**config.mk**
```make
export PLATFORM = sky130hd
export DESIGN_NAME = decodeInterlock
export DESIGN_NICKNAME = d
export VERILOG_FILES = /design/src/rtl/ilkPkg.sv /design/src/rtl/ilkCountFile.sv /design/src/rtl/ilkCtrl.sv /design/src/rtl/decodeInterlock.sv
export SDC_FILE = /design/constraint.sdc
export NUM_CORES = 1
export LEC_CHECK = 0
export ABC_AREA = 0
export BUFFER_PORTS_ARGS = -buffer_cell sky130_fd_sc_hd__buf_4
export CORE_UTILIZATION = 50
export CTS_BUF_LIST = sky130_fd_sc_hd__clkbuf_8
export CTS_CLUSTER_DIAMETER = 100
export DETAILED_ROUTE_END_ITERATION = 8
export GPL_TIMING_DRIVEN = 0
export PLACE_DENSITY = 0.69
export RECOVER_POWER = 25
export SLEW_MARGIN = 30
export SYNTH_ARGS = -nofsm -noshare
export SYNTH_HDL_FRONTEND = slang
export SYNTH_SLANG_ARGS = --single-unit
```
**constraint.sdc**
```tcl
create_clock -name clk -period 4.45 [get_ports clk]
set_clock_uncertainty 0.05 [all_clocks]
set_input_delay 0.89 -clock clk [delete_from_list [all_inputs] [get_ports clk]]
set_output_delay 0.89 -clock clk [all_outputs]
set_load 0.005 [all_outputs]
```
**src/rtl/ilkPkg.sv**
```systemverilog
package ilkPkg;

  typedef enum logic [2:0] {
    CLS_INT_ALU   = 3'd0,
    CLS_INT_LOAD  = 3'd1,
    CLS_INT_STORE = 3'd2,
    CLS_BRANCH    = 3'd3,
    CLS_FP_ALU    = 3'd4,
    CLS_FP_LOAD   = 3'd5,
    CLS_FP_STORE  = 3'd6,
    CLS_NOP       = 3'd7
  } instClass_e;

  // strobes from control to the countdown files
  typedef struct packed {
    logic loadInt;
    logic loadFp;
  } trackStrobe_t;

endpackage

```
**src/rtl/ilkCountFile.sv**
```systemverilog
module ilkCountFile #(
  parameter int REGS  = 32,
  parameter int IDX_W = 5,
  parameter int CNT_W = 2
) (
  input  logic             clk,
  input  logic             rst,
  input  logic             load,
  input  logic [IDX_W-1:0] loadIdx,
  input  logic [CNT_W-1:0] loadVal,
  input  logic [IDX_W-1:0] rdIdxA,
  input  logic [IDX_W-1:0] rdIdxB,
  output logic [CNT_W-1:0] rdCntA,
  output logic [CNT_W-1:0] rdCntB
);

  logic [CNT_W-1:0] cnt [REGS];

  for (genvar r = 0; r < REGS; r++) begin : g_reg
    always_ff @(posedge clk) begin
      if (rst) begin
        cnt[r] <= '0;
      end else if (load && loadIdx == IDX_W'(r)) begin
        cnt[r] <= loadVal;
      end else if (cnt[r] != '0) begin
        cnt[r] <= cnt[r] - 1'b1;
      end
    end
  end

  assign rdCntA = cnt[rdIdxA];
  assign rdCntB = cnt[rdIdxB];

endmodule

```
**src/rtl/ilkCtrl.sv**
```systemverilog
module ilkCtrl
  import ilkPkg::*;
#(
  parameter int IDX_W        = 5,
  parameter int CNT_W        = 2,
  parameter int FP_ALU_LAT   = 3,
  parameter int FP_LOAD_LAT  = 1,
  parameter int INT_LOAD_LAT = 1,
  parameter int STORE_CREDIT = 1
) (
  input  logic             instValid,
  input  logic [2:0]       instClass,
  input  logic [IDX_W-1:0] dstIdx,
  input  logic [CNT_W-1:0] cntAInt,
  input  logic [CNT_W-1:0] cntBInt,
  input  logic [CNT_W-1:0] cntAFp,
  input  logic [CNT_W-1:0] cntBFp,
  output logic             stall,
  output trackStrobe_t     strobe,
  output logic [CNT_W-1:0] loadVal
);

  instClass_e cls;
  logic rdAInt, rdBInt, rdAFp, rdBFp, wrInt, wrFp;
  logic [CNT_W-1:0] creditB;
  logic hazA, hazB, advance;

  always_comb begin
    cls     = instClass_e'(instClass);
    rdAInt  = 1'b0;
    rdBInt  = 1'b0;
    rdAFp   = 1'b0;
    rdBFp   = 1'b0;
    wrInt   = 1'b0;
    wrFp    = 1'b0;
    creditB = '0;
    loadVal = '0;
    case (cls)
      CLS_INT_ALU: begin
        rdAInt = 1'b1; rdBInt = 1'b1; wrInt = 1'b1;
      end
      CLS_INT_LOAD: begin
        rdAInt = 1'b1; wrInt = 1'b1; loadVal = CNT_W'(INT_LOAD_LAT);
      end
      CLS_INT_STORE, CLS_BRANCH: begin
        rdAInt = 1'b1; rdBInt = 1'b1;
      end
      CLS_FP_ALU: begin
        rdAFp = 1'b1; rdBFp = 1'b1; wrFp = 1'b1; loadVal = CNT_W'(FP_ALU_LAT);
      end
      CLS_FP_LOAD: begin
        rdAInt = 1'b1; wrFp = 1'b1; loadVal = CNT_W'(FP_LOAD_LAT);
      end
      CLS_FP_STORE: begin
        rdAInt = 1'b1; rdBFp = 1'b1; creditB = CNT_W'(STORE_CREDIT);
      end
      default: ;
    endcase
  end

  // source A never earns credit; only store data on source B does
  assign hazA = (rdAInt && cntAInt != '0) || (rdAFp && cntAFp != '0);
  assign hazB = (rdBInt && cntBInt != '0) || (rdBFp && cntBFp > creditB);

  assign stall   = instValid && (hazA || hazB);
  assign advance = instValid && !stall;

  assign strobe.loadInt = advance && wrInt && (dstIdx != '0);
  assign strobe.loadFp  = advance && wrFp;

endmodule

```
**src/rtl/decodeInterlock.sv**
```systemverilog
module decodeInterlock
  import ilkPkg::*;
#(
  parameter int INT_REGS     = 32,
  parameter int FP_REGS      = 32,
  parameter int FP_ALU_LAT   = 3,
  parameter int FP_LOAD_LAT  = 1,
  parameter int INT_LOAD_LAT = 1,
  parameter int STORE_CREDIT = 1,
  localparam int IDX_W   = $clog2(INT_REGS > FP_REGS ? INT_REGS : FP_REGS),
  localparam int LAT_A   = FP_ALU_LAT > FP_LOAD_LAT ? FP_ALU_LAT : FP_LOAD_LAT,
  localparam int MAX_LAT = LAT_A > INT_LOAD_LAT ? LAT_A : INT_LOAD_LAT,
  localparam int CNT_W   = MAX_LAT < 1 ? 1 : $clog2(MAX_LAT + 1)
) (
  input  logic             clk,
  input  logic             rst,
  input  logic             instValid,
  input  logic [2:0]       instClass,
  input  logic [IDX_W-1:0] srcAIdx,
  input  logic [IDX_W-1:0] srcBIdx,
  input  logic [IDX_W-1:0] dstIdx,
  output logic             stall
);

  trackStrobe_t     strobe;
  logic [CNT_W-1:0] loadVal;
  logic [CNT_W-1:0] cntAInt, cntBInt, cntAFp, cntBFp;

  ilkCountFile #(.REGS(INT_REGS), .IDX_W(IDX_W), .CNT_W(CNT_W)) intFile_i (
    .clk(clk), .rst(rst), .load(strobe.loadInt), .loadIdx(dstIdx),
    .loadVal(loadVal), .rdIdxA(srcAIdx), .rdIdxB(srcBIdx),
    .rdCntA(cntAInt), .rdCntB(cntBInt)
  );

  ilkCountFile #(.REGS(FP_REGS), .IDX_W(IDX_W), .CNT_W(CNT_W)) fpFile_i (
    .clk(clk), .rst(rst), .load(strobe.loadFp), .loadIdx(dstIdx),
    .loadVal(loadVal), .rdIdxA(srcAIdx), .rdIdxB(srcBIdx),
    .rdCntA(cntAFp), .rdCntB(cntBFp)
  );

  ilkCtrl #(
    .IDX_W(IDX_W), .CNT_W(CNT_W), .FP_ALU_LAT(FP_ALU_LAT),
    .FP_LOAD_LAT(FP_LOAD_LAT), .INT_LOAD_LAT(INT_LOAD_LAT),
    .STORE_CREDIT(STORE_CREDIT)
  ) ctrl_i (
    .instValid(instValid), .instClass(instClass), .dstIdx(dstIdx),
    .cntAInt(cntAInt), .cntBInt(cntBInt), .cntAFp(cntAFp), .cntBFp(cntBFp),
    .stall(stall), .strobe(strobe), .loadVal(loadVal)
  );

endmodule

```
==> summary.txt <==
post-synth cell types: 66
DR iter-0 viols: 1101
Clk pin slew, worst setup/hold paths: 70 ps
syn nets: 1083
main combinational cell family by area after synthesis: simple AND/OR/NAND/NOR gates
Synth area leader: edfxtp_1
power per standard cell area: 572.0 nW/um^2
Hold Crit Depth: 1
design area: 10640 sq um
CTS tree: yes
r2r setup slk: 510 ps
#FFs+latches synth: 128
Final Util: 0.5648
CTS Sinks: 128
Mapped Cells: 997
Layout Nets: 1124
Period minus WS final: 4380 ps
Slew HR: 0.4795
core region area: 18830 sq um
clk buf depth: 2
Tcrit/Tclk final: 0.9842
complex-gate fraction of the synthesized area: 0.1189
worst r2r src: fpFile_i.cnt[14][0]
starting density of the core: 0.5146
ranking of synthesized cells by area: edfxtp_1, ha_1, inv_1
H-tree depth: 4
sequential share of the synthesized area: 0.3966
Setup violations, final: 0
DRC violations left: 0
worst-path fanout max: 10
num ports: 22
Final Max Slew Viols: 0
Synth Area in XOR/XNOR: 0.0009038
Post-synth top cells: inv_1, edfxtp_1, nor2_1, ha_1, nor3_1
Reg2Reg Depth: 12
min-delay src: intFile_i.cnt[0][0]
Worst-Skew Late Latency: 480 ps
Die Y: 141.2 microns
Crit path required time: 3510 ps
asr flop ratio synth: 0
hold endpoint: intFile_i.cnt[0][0]
routed wl met2: 12890 microns
Worst Hold Class: reg2reg
Final ANT Viol Nets: 0
peak supply drop: 0.0002455 V
Top FF cell, synth: edfxtp_1
Setup CP Type: in2out
DR WL/cell: 22.63 microns
Finished Layout Cells: 1311
r2r endpoint: fpFile_i.cnt[17][0]
hold buffer count at cts: 0
Core Rows: 50
Pre-antenna DRT Iters: 5
fill count: 1672
CP Capture Type: primary output
Overflow after GRT: 0
unrepaired setup endpoints after global routing: no
via/cell ratio: 6.391
Placement Cell Area: 10140 sq um
met1 wire length: 12420 microns
number of global-route vias before repair: 7904
vias: 8379
simple-gate share of the synthesized area: 0.2223
leakage: 3.984 nW
wire length on met3: 3077 microns
Slew @ Worst Pin: 780.7 ps
first-pass GRT wire length: 45200 microns
layout cell share with drive strength beyond 1: 0.1342
post-DP HPWL: 21490 microns
cell count after placement: 1273
Worst EP arrival: 3440 ps
diode count: 0
die area: 19940 sq um
Hold Violations, Final: 0
P&R area growth vs syn: 9.748%
Startpoint Class: input pin
area share of the largest cell type after synthesis: 0.3966
mux share of post-synthesis cell area: 0.09128
initial antenna violation count: 0
multi-input logic area: 5034 sq um
syn_area_per_cell: 9.720 sq um
WL final: 29660 microns
Fmax: 228.3 MHz
largest net degree at the start of global routing: 20
Post-Syn Area: 9691 sq um
IO buf count: 16
CTS buffer count: 17
DR top layer: met4
clk root buf: clkbuf_8
synthesized-area fraction occupied by adder cells: 0.08393
Yosys warning count: 0
Tot GR Track Use: 0.3069
crit path from: srcBIdx[3]
count leader, synth: inv_1
# Max-Cap Violations: 0
setup TNS: 0 ps
die width: 141.2 microns
register area: 3844 sq um
Post-synth EDFFs: 128
gpl congestion: 0.9742
status: completed
==> sequential cells by signal (all words and copies together), names as in the netlist <==
| name | count |
|---|---|
| fpFile_i.cnt | 64 |
| intFile_i.cnt | 64 |
==> layout by cell type, fill, tap and decap left out, types with 5 or more instances in the layout <==
cell type / instances
clkbuf_8: 17
nor3b_1: 9
nor2b_1: 11
inv_1: 149
o21a_1: 13
mux4_2: 20
mux2i_1: 37
or2_2: 21
a21o_1: 5
o22ai_1: 11
o211ai_1: 33
ha_1: 65
a22o_1: 12
a31oi_1: 12
edfxtp_1: 128
o2bb2ai_1: 6
nand3b_1: 11
or3_1: 46
clkbuf_1: 44
a21oi_1: 25
nor2_1: 82
nand4_1: 7
nor4_1: 38
a2111oi_0: 5
nand2_1: 21
nor3_1: 62
buf_4: 26
or4_4: 16
nand3_1: 32
==> cell families (layout without fill, tap and decap cells) <==
| kind of cell | count (synthesis) | in the layout |
|---|---|---|
| fa+ha+maj | 65 | 65 |
| xor+xnor | 1 | 1 |
| buf+inv | 208 | 262 |
| compound gates | 157 | 157 |
| mux | 60 | 60 |
| flops | 128 | 128 |
| simple gates | 378 | 378 |
==> how the worst max path moves through the flow <==
| stage | endpoint | cells past startpoint |
|---|---|---|
| finish | stall | 11 |
| global route | stall | 11 |
| CTS | stall | 10 |
| detailed placement | fpFile_i.cnt[20][0] | 15 |
| global placement | fpFile_i.cnt[21][1] | 15 |
| floorplan | fpFile_i.cnt[10][1] | 13 |
==> through the flow <==
stage	hold slack (ps)	worst slack [ps]	total power, mW
after floorplan	539.2	46.49	4.311
after global placement	570.5	-801.9	4.939
after detailed placement	575.8	-781.4	5.025
after CTS	585.5	13.28	6.017
after global routing	616.5	34.71	6.500
final	584.4	70.16	6.084
==> routing by layer <==
layer / GRT usage / up-vias
met5: 0 / -
met4: 0.1550 / 0
met3: 0.08458 / 81
met2: 0.4445 / 497
met1: 0.4197 / 3992
li1: - / 3809
==> report_power, final <==
group / switching (mW) / internal (mW) / leakage [nW]
registers: 0.446 / 2.07 / 1.40
logic: 1.38 / 1.19 / 2.39
clock network: 0.508 / 0.482 / 0.190
total: 2.34 / 3.75 / 3.98
==> critical path, stage by stage <==
cell       delay (ps)
buf_2             240
buf_4             240
clkbuf_4          240
buf_4             230
mux4_2            350
mux2i_1           150
ha_1              260
o2111ai_2         250
a221oi_2          110
a31oi_2           300
buf_4             160
==> final cells by class <==
class / count / area share
clock buffers: 17 / 0.02200
inverters: 146 / 0.05153
repair buffers: 27 / 0.02224
flip-flops and latches: 128 / 0.3614
plain buffers: 57 / 0.02671
well taps: 260 / 0.03059
multi-input cells: 661 / 0.4733
clock inverters: 15 / 0.01224
==> repair_timing <==
item                       in CTS  in global routing
gates resized for setup         7                  8
pin swaps                       1                  4
cloned                          0                  1
buffers inserted                1                  9
setup endpoints to repair     107                  9
(Power assumes the default switching activity.)
